**src/rtl/bat_xlate_pkg.sv**
```systemverilog
package bat_xlate_pkg;
  localparam int XLEN     = 32;
  localparam int PAGE_SH  = 12;
  localparam int BLK_SH   = 17;
  localparam int BL_LSB   = 2;
  localparam int BL_W     = 11;
  localparam int SPR_W    = 10;
  localparam int NUM_ENT  = 8;
  localparam int IDX_W    = $clog2(NUM_ENT);
  localparam int NUM_SIDE = 2;
  localparam int TAG_LSB  = 6;
  localparam int TAG_W    = SPR_W - TAG_LSB;
  localparam logic [TAG_W-1:0] SPR_TAG = 4'b1000;
  localparam int VS_BIT   = 1;
  localparam int VP_BIT   = 0;

  typedef logic [XLEN-1:0] word_t;

  typedef struct packed {
    logic             ok;
    logic             side;
    logic [IDX_W-1:0] idx;
    logic             lower;
  } spr_dec_t;
endpackage

```
**src/rtl/bat_spr_decode.sv**
```systemverilog
module bat_spr_decode
  import bat_xlate_pkg::*;
(
  input  logic [SPR_W-1:0] spr_i,
  output spr_dec_t         dec_o
);
  logic unused_spr;
  assign unused_spr = spr_i[4];

  always_comb begin
    dec_o.ok    = (spr_i[SPR_W-1:TAG_LSB] == SPR_TAG);
    dec_o.side  = spr_i[3];
    dec_o.idx   = {spr_i[5], spr_i[2:1]};
    dec_o.lower = spr_i[0];
  end
endmodule

```
**src/rtl/bat_bank.sv**
```systemverilog
module bat_bank
  import bat_xlate_pkg::*;
#(
  parameter int N = NUM_ENT
) (
  input  logic             clk_i,
  input  logic             rst_ni,
  input  logic             we_i,
  input  logic [IDX_W-1:0] idx_i,
  input  logic             lower_i,
  input  word_t            wdata_i,
  output word_t            upper_o [N],
  output word_t            lower_o [N]
);
  for (genvar e = 0; e < N; e++) begin : g_ent
    always_ff @(posedge clk_i or negedge rst_ni) begin
      if (!rst_ni) begin
        upper_o[e] <= '0;
        lower_o[e] <= '0;
      end else if (we_i && (idx_i == IDX_W'(e))) begin
        if (lower_i) lower_o[e] <= wdata_i;
        else         upper_o[e] <= wdata_i;
      end
    end
  end
endmodule

```
**src/rtl/bat_match.sv**
```systemverilog
module bat_match
  import bat_xlate_pkg::*;
#(
  parameter int N = NUM_ENT
) (
  input  word_t upper_i [N],
  input  word_t lower_i [N],
  input  word_t ea_i,
  input  logic  user_i,
  output logic  hit_o,
  output word_t pa_o
);
  localparam word_t BLK_MASK  = ~((word_t'(1) << BLK_SH) - 1);
  localparam word_t PAGE_MASK = ~((word_t'(1) << PAGE_SH) - 1);

  logic [1:0] vsel;
  logic [N-1:0] match;
  word_t pa_e [N];

  // supervisor checks bit 1, user checks bit 0
  assign vsel = {~user_i, user_i};

  for (genvar e = 0; e < N; e++) begin : g_cmp
    word_t bl_x, mask, bepi, brpn;
    logic  vld;
    logic  unused_bits;
    assign bl_x = word_t'(upper_i[e][BL_LSB +: BL_W]);
    assign mask = (~bl_x) << BLK_SH;
    assign bepi = upper_i[e] & BLK_MASK;
    assign brpn = lower_i[e] & BLK_MASK;
    assign vld  = |(upper_i[e][VS_BIT:VP_BIT] & vsel);
    assign match[e] = vld && ((ea_i & mask) == bepi);
    assign pa_e[e]  = brpn + ((ea_i & PAGE_MASK) - bepi);
    assign unused_bits = ^{upper_i[e][BLK_SH-1:BL_LSB+BL_W], lower_i[e][BLK_SH-1:0]};
  end

  // lowest index wins
  always_comb begin
    pa_o = '0;
    for (int e = N - 1; e >= 0; e--) begin
      if (match[e]) pa_o = pa_e[e];
    end
  end

  assign hit_o = |match;
endmodule

```
**src/rtl/bat_xlate.sv**
```systemverilog
module bat_xlate
  import bat_xlate_pkg::*;
(
  input  logic             clk_i,
  input  logic             rst_ni,
  input  logic             spr_we_i,
  input  logic [SPR_W-1:0] spr_num_i,
  input  logic [XLEN-1:0]  spr_wdata_i,
  output logic [XLEN-1:0]  spr_rdata_o,
  output logic             flush_o,
  input  logic [XLEN-1:0]  ea_i,
  input  logic             side_i,
  input  logic             user_i,
  input  logic             xlate_en_i,
  output logic             hit_o,
  output logic [XLEN-1:0]  pa_o
);
  spr_dec_t dec;
  word_t    up_q [NUM_SIDE][NUM_ENT];
  word_t    lo_q [NUM_SIDE][NUM_ENT];
  logic [NUM_SIDE-1:0] side_hit;
  word_t    side_pa [NUM_SIDE];
  logic     hit_d;
  word_t    pa_d;
  logic     unused_ea;

  assign unused_ea = ^ea_i[PAGE_SH-1:0];

  bat_spr_decode u_dec (
    .spr_i (spr_num_i),
    .dec_o (dec)
  );

  for (genvar s = 0; s < NUM_SIDE; s++) begin : g_side
    bat_bank #(.N(NUM_ENT)) u_bank (
      .clk_i   (clk_i),
      .rst_ni  (rst_ni),
      .we_i    (spr_we_i && dec.ok && (dec.side == 1'(s))),
      .idx_i   (dec.idx),
      .lower_i (dec.lower),
      .wdata_i (spr_wdata_i),
      .upper_o (up_q[s]),
      .lower_o (lo_q[s])
    );

    bat_match #(.N(NUM_ENT)) u_match (
      .upper_i (up_q[s]),
      .lower_i (lo_q[s]),
      .ea_i    (ea_i),
      .user_i  (user_i),
      .hit_o   (side_hit[s]),
      .pa_o    (side_pa[s])
    );
  end

  always_comb begin
    spr_rdata_o = '0;
    if (dec.ok) begin
      spr_rdata_o = dec.lower ? lo_q[dec.side][dec.idx] : up_q[dec.side][dec.idx];
    end
  end

  always_comb begin
    if (!xlate_en_i) begin
      hit_d = 1'b1;
      pa_d  = {ea_i[XLEN-1:PAGE_SH], {PAGE_SH{1'b0}}};
    end else begin
      hit_d = side_hit[side_i];
      pa_d  = side_pa[side_i];
    end
  end

  always_ff @(posedge clk_i or negedge rst_ni) begin
    if (!rst_ni) begin
      hit_o   <= 1'b0;
      pa_o    <= '0;
      flush_o <= 1'b0;
    end else begin
      hit_o   <= hit_d;
      pa_o    <= pa_d;
      flush_o <= spr_we_i && dec.ok;
    end
  end
endmodule

```
**config.mk**
```make
export PLATFORM = sky130hd
export DESIGN_NAME = bat_xlate
export DESIGN_NICKNAME = d
export VERILOG_FILES = /design/src/rtl/bat_xlate_pkg.sv /design/src/rtl/bat_spr_decode.sv /design/src/rtl/bat_bank.sv /design/src/rtl/bat_match.sv /design/src/rtl/bat_xlate.sv
export SDC_FILE = /design/constraint.sdc
export NUM_CORES = 2
export LEC_CHECK = 0
export BUFFER_PORTS_ARGS = -buffer_cell sky130_fd_sc_hd__buf_2
export CAP_MARGIN = 20
export CELL_PAD_IN_SITES_DETAIL_PLACEMENT = 1
export CELL_PAD_IN_SITES_GLOBAL_PLACEMENT = 1
export CORE_UTILIZATION = 30
export CTS_CLUSTER_SIZE = 25
export DETAILED_ROUTE_END_ITERATION = 8
export PLACE_DENSITY = 0.64
export SYNTH_ARGS = -nofsm -noshare
export SYNTH_HDL_FRONTEND = slang
export SYNTH_HIERARCHICAL = 1
export SYNTH_SLANG_ARGS = --single-unit
```
**constraint.sdc**
```tcl
create_clock -name clk_i -period 3.8 [get_ports clk_i]
set_input_delay 0.19 -clock clk_i [delete_from_list [all_inputs] [get_ports clk_i]]
set_output_delay 0.19 -clock clk_i [all_outputs]
set_load 0.01 [all_outputs]
```
==> impl_metrics.toml <==
[detailed_routing]
wl_per_cell_um = 29.4
via_per_inst = 5.29
drc = 26
drt_pre_antenna_iters = 8
vias = 56961
drt_iter0_drc = 4672
drt_wl_total_mm = 316
ant_nets = 0

[timing]
hold_slack_ns = -0.00161
slew_headroom = 0.358
clock_skew_ns = 0.0235
period_needed_ns = 4.16
layout_setup_ws_ns = -0.361
hold_violations = 4
worst_pin_slew_ns = 0.963
setup_viol_count_final = 10
fmax_mhz = 240
rsz0062_at_grt = "yes"
post-route-period-util = 1.09
fin_setup_tns_ns = -1.92
slew_viol_final = 0

[cts]
cts.sinks = 1058
cts_tree = "done"
cts_root_buffer = "clkbuf_16"
htreeDepth = 4
numCtsBuffers = 130
clockBufferDepth = 3
clock_latency_ns = 0.81
clk_pin_slew_ns = 0.06

[power_and_ir_drop]
switchingPower_uw = 9820
intPower_uw = 22100
p_leak_uw = 0.0441
pwr-share-comb = 0.224
p_sw_frac = 0.308
power_uw = 31900
power_density_nw_per_um2 = 351
clockPowerShare = 0.405
ir_drop_mv = 0.410
seq_power_share = 0.371

[yosys]
synth_flop_cell = "dfrtp_1"
async_flop_share = 1.00
syn_area_um2 = 71900
yosysSeqAreaShare = 0.368
yosysWarnings = 6
ys_ff_latch = 1058
synth_most_common_cell = "mux2_2"
synth_edf_count = 0
syn_inst = 6270
yosys.area.top_type = "dfrtp_1"
synth_area_leaders = "dfrtp_1 37%, mux2_2 17%, mux4_2 6.3%"
synthTopCellsByCount = "1,072 x mux2_2, 1,058 x dfrtp_1, 787 x inv_1"
synth_cell_types = 101
post_synth.cell_area_avg_um2 = 11.5
synth_top_cell_area_share = 0.368

[worst_setup_path]
crit_type = "flip-flop to flip-flop"
cp_cell_sequence = "fa_1, inv_2, ha_4, a21o_1, a2bb2oi_2, o211ai_1, a211oi_2, buf_4, o21bai_4, a21oi_2, o221ai_1, xnor2_1, a2bb2oi_1, o2111ai_1, a221o_1, mux2i_1, a21oi_1"
worstPathRequired_ns = 4.47
worstPathArrival_ns = 4.83
reg2reg_slack_ns = -0.36
cp_slowest_cell = "fa_1"
cp_slowest_stage_delay_ns = 0.54
end_kind = "flip-flop"
worstPathMaxFanout = 3
r2r_cells = 17
start_kind = "flip-flop"
critical-path-top-delay-family = "compound AO/OA/AOI/OAI gates"
crit_buf_inv = 2
reg2reg_from = "g_side[0].u_bank/upper_o[51]"
r2r_end = "pa_o[30]"

[global_routing]
grt_antenna_before_repair = 31
grt_pass1_vias = 61057
grt_pass1_wl_mm = 452
track_usage = 0.260
overflow = 0
grt_max_degree = 120

[outcome]
violations = "DRC, hold timing, setup timing"
run_status = "finished with violations"

[floorplanning]
core_um2 = 238000
initial_core_util = 0.302
die_w_um = 491
die-area_um2 = 242000
rows = 179
die_h_um = 491
boundaryPins = 146

[finish]
layout.cells.non_filler = 10759
fill_cells = 25924
final_util = 0.382
drive_gt1_frac = 0.413
nets = 8071
syn2layout_area_growth_pct = 26.6

[placement]
gp_congestion = 0.969
placed_cells = 10471
numPortBuffers = 132
dpl.hpwl_mm = 245
pre_cts_ws_ns = -0.993

[hold_path]
hp-class = "primary input to async pin"

[job]
drv_cap = 0
worst register-to-register path, cell delays in order, from the launching register on:
cell and delay [ns]:
dfrtp_1 0.39, fa_1 0.54, inv_2 0.05, ha_4 0.22
a21o_1 0.20, a2bb2oi_2 0.18, o211ai_1 0.20, a211oi_2 0.38
buf_4 0.19, o21bai_4 0.05, a21oi_2 0.20, o221ai_1 0.15
xnor2_1 0.16, a2bb2oi_1 0.16, o2111ai_1 0.18, a221o_1 0.49
mux2i_1 0.19, a21oi_1 0.10
placed cells by master (no fill, tap or decap), types with 22 or more instances in the layout:
master     instances
buf_2            128
a31oi_1           55
dfrtp_1         1057
buf_12            68
o21ai_0           76
a221oi_1          35
nand2_1          147
and3_1            22
a22oi_1           41
fa_1             221
inv_2             28
buf_4           1184
mux2i_1          119
conb_1            24
clkbuf_16        131
nor2_4            23
nand4_1           54
o221ai_1          38
nor2_1           212
o21ai_1           48
inv_1            764
mux2_2          1072
nand2b_1          60
o21a_1            39
xor2_1            95
a21oi_1          186
mux4_1            23
mux4_2           201
a21o_1            95
nor3_1            27
nand3_1           50
nor2b_1           96
ha_1             267
xnor2_1          335
clkbuf_8          28
cell families after synthesis:
logic type	share of synthesized area
compound gates	0.0831
xor+xnor	0.0531
fa+ha+maj	0.111
buf+inv	0.0667
flops	0.368
mux	0.259
other cells	0.000104
simple gates	0.0580
timing repair:
| item | 4_1_cts | 5_1_grt |
|---|---|---|
| hold buffers | 20 | 0 |
| setup endpoints to repair | 19 | 18 |
| resized for setup | 130 | 87 |
| setup buffers | 20 | 14 |
| pin swaps | 79 | 77 |
| endpoints found under the hold margin | 162 | 0 |
worst max-delay path by stage:
| stage | end | depth (start not counted) | from | slack (ns) |
|---|---|---|---|---|
| after floorplan | pa_o[28] | 17 | ea_i[19] | 0.03 |
| after CTS | pa_o[30] | 19 | g_side[1].u_bank/lower_o[21] | -0.37 |
| after detailed placement | pa_o[30] | 18 | ea_i[18] | -0.99 |
| after global placement | pa_o[30] | 19 | ea_i[18] | -1.0 |
| after global routing | pa_o[30] | 18 | g_side[1].u_bank/upper_o[21] | -0.45 |
| final | pa_o[30] | 17 | g_side[0].u_bank/upper_o[51] | -0.36 |
power by group through the flow:
stage,sequential [uW],clock [uW],combinational [uW]
floorplan,12000,0,3510
global placement,12000,0,6580
detailed placement,12000,0,6720
CTS,11800,13100,6970
global route,11900,13500,7640
finish,11900,12900,7140
state kept, by name, indices dropped and copies added, names as in the netlist:
name and count:
g_side.u_bank/upper_o 512, g_side.u_bank/lower_o 512, hit_o 1, flush_o 1
pa_o 32
final cells by class:
| cell class | count | area [um^2] | share of cell area |
|---|---|---|---|
| diodes | 9 | 22.5 | 0.000247 |
| clock buffers | 180 | 3740 | 0.0411 |
| clock inverters | 50 | 648 | 0.00712 |
| inverters | 794 | 2980 | 0.0328 |
| multi-input cells | 4092 | 42000 | 0.461 |
| flip-flops and latches | 1058 | 26500 | 0.291 |
| well taps | 3167 | 3960 | 0.0435 |
| repair buffers | 1409 | 11200 | 0.123 |
per-stage QoR:
stage | instance area [um^2] | hold WS, ns
final | 91000 | -0.00161
after floorplan | 72000 | -0.106
after detailed placement | 85100 | 0.261
after CTS | 90500 | 0.00747
after global placement | 85100 | 0.263
after global routing | 91000 | 0.0363
routing by layer:
| metal | track usage | wire length [um] | vias to the layer above |
|---|---|---|---|
| met5 | 0 | 215 | - |
| met3 | 0.0497 | 20200 | 616 |
| li1 | - | - | 24340 |
| met1 | 0.339 | 134000 | 30051 |
| met4 | 0.135 | 19000 | 34 |
| met2 | 0.409 | 143000 | 1920 |
Note: power is estimated with default switching activity, not from simulation.
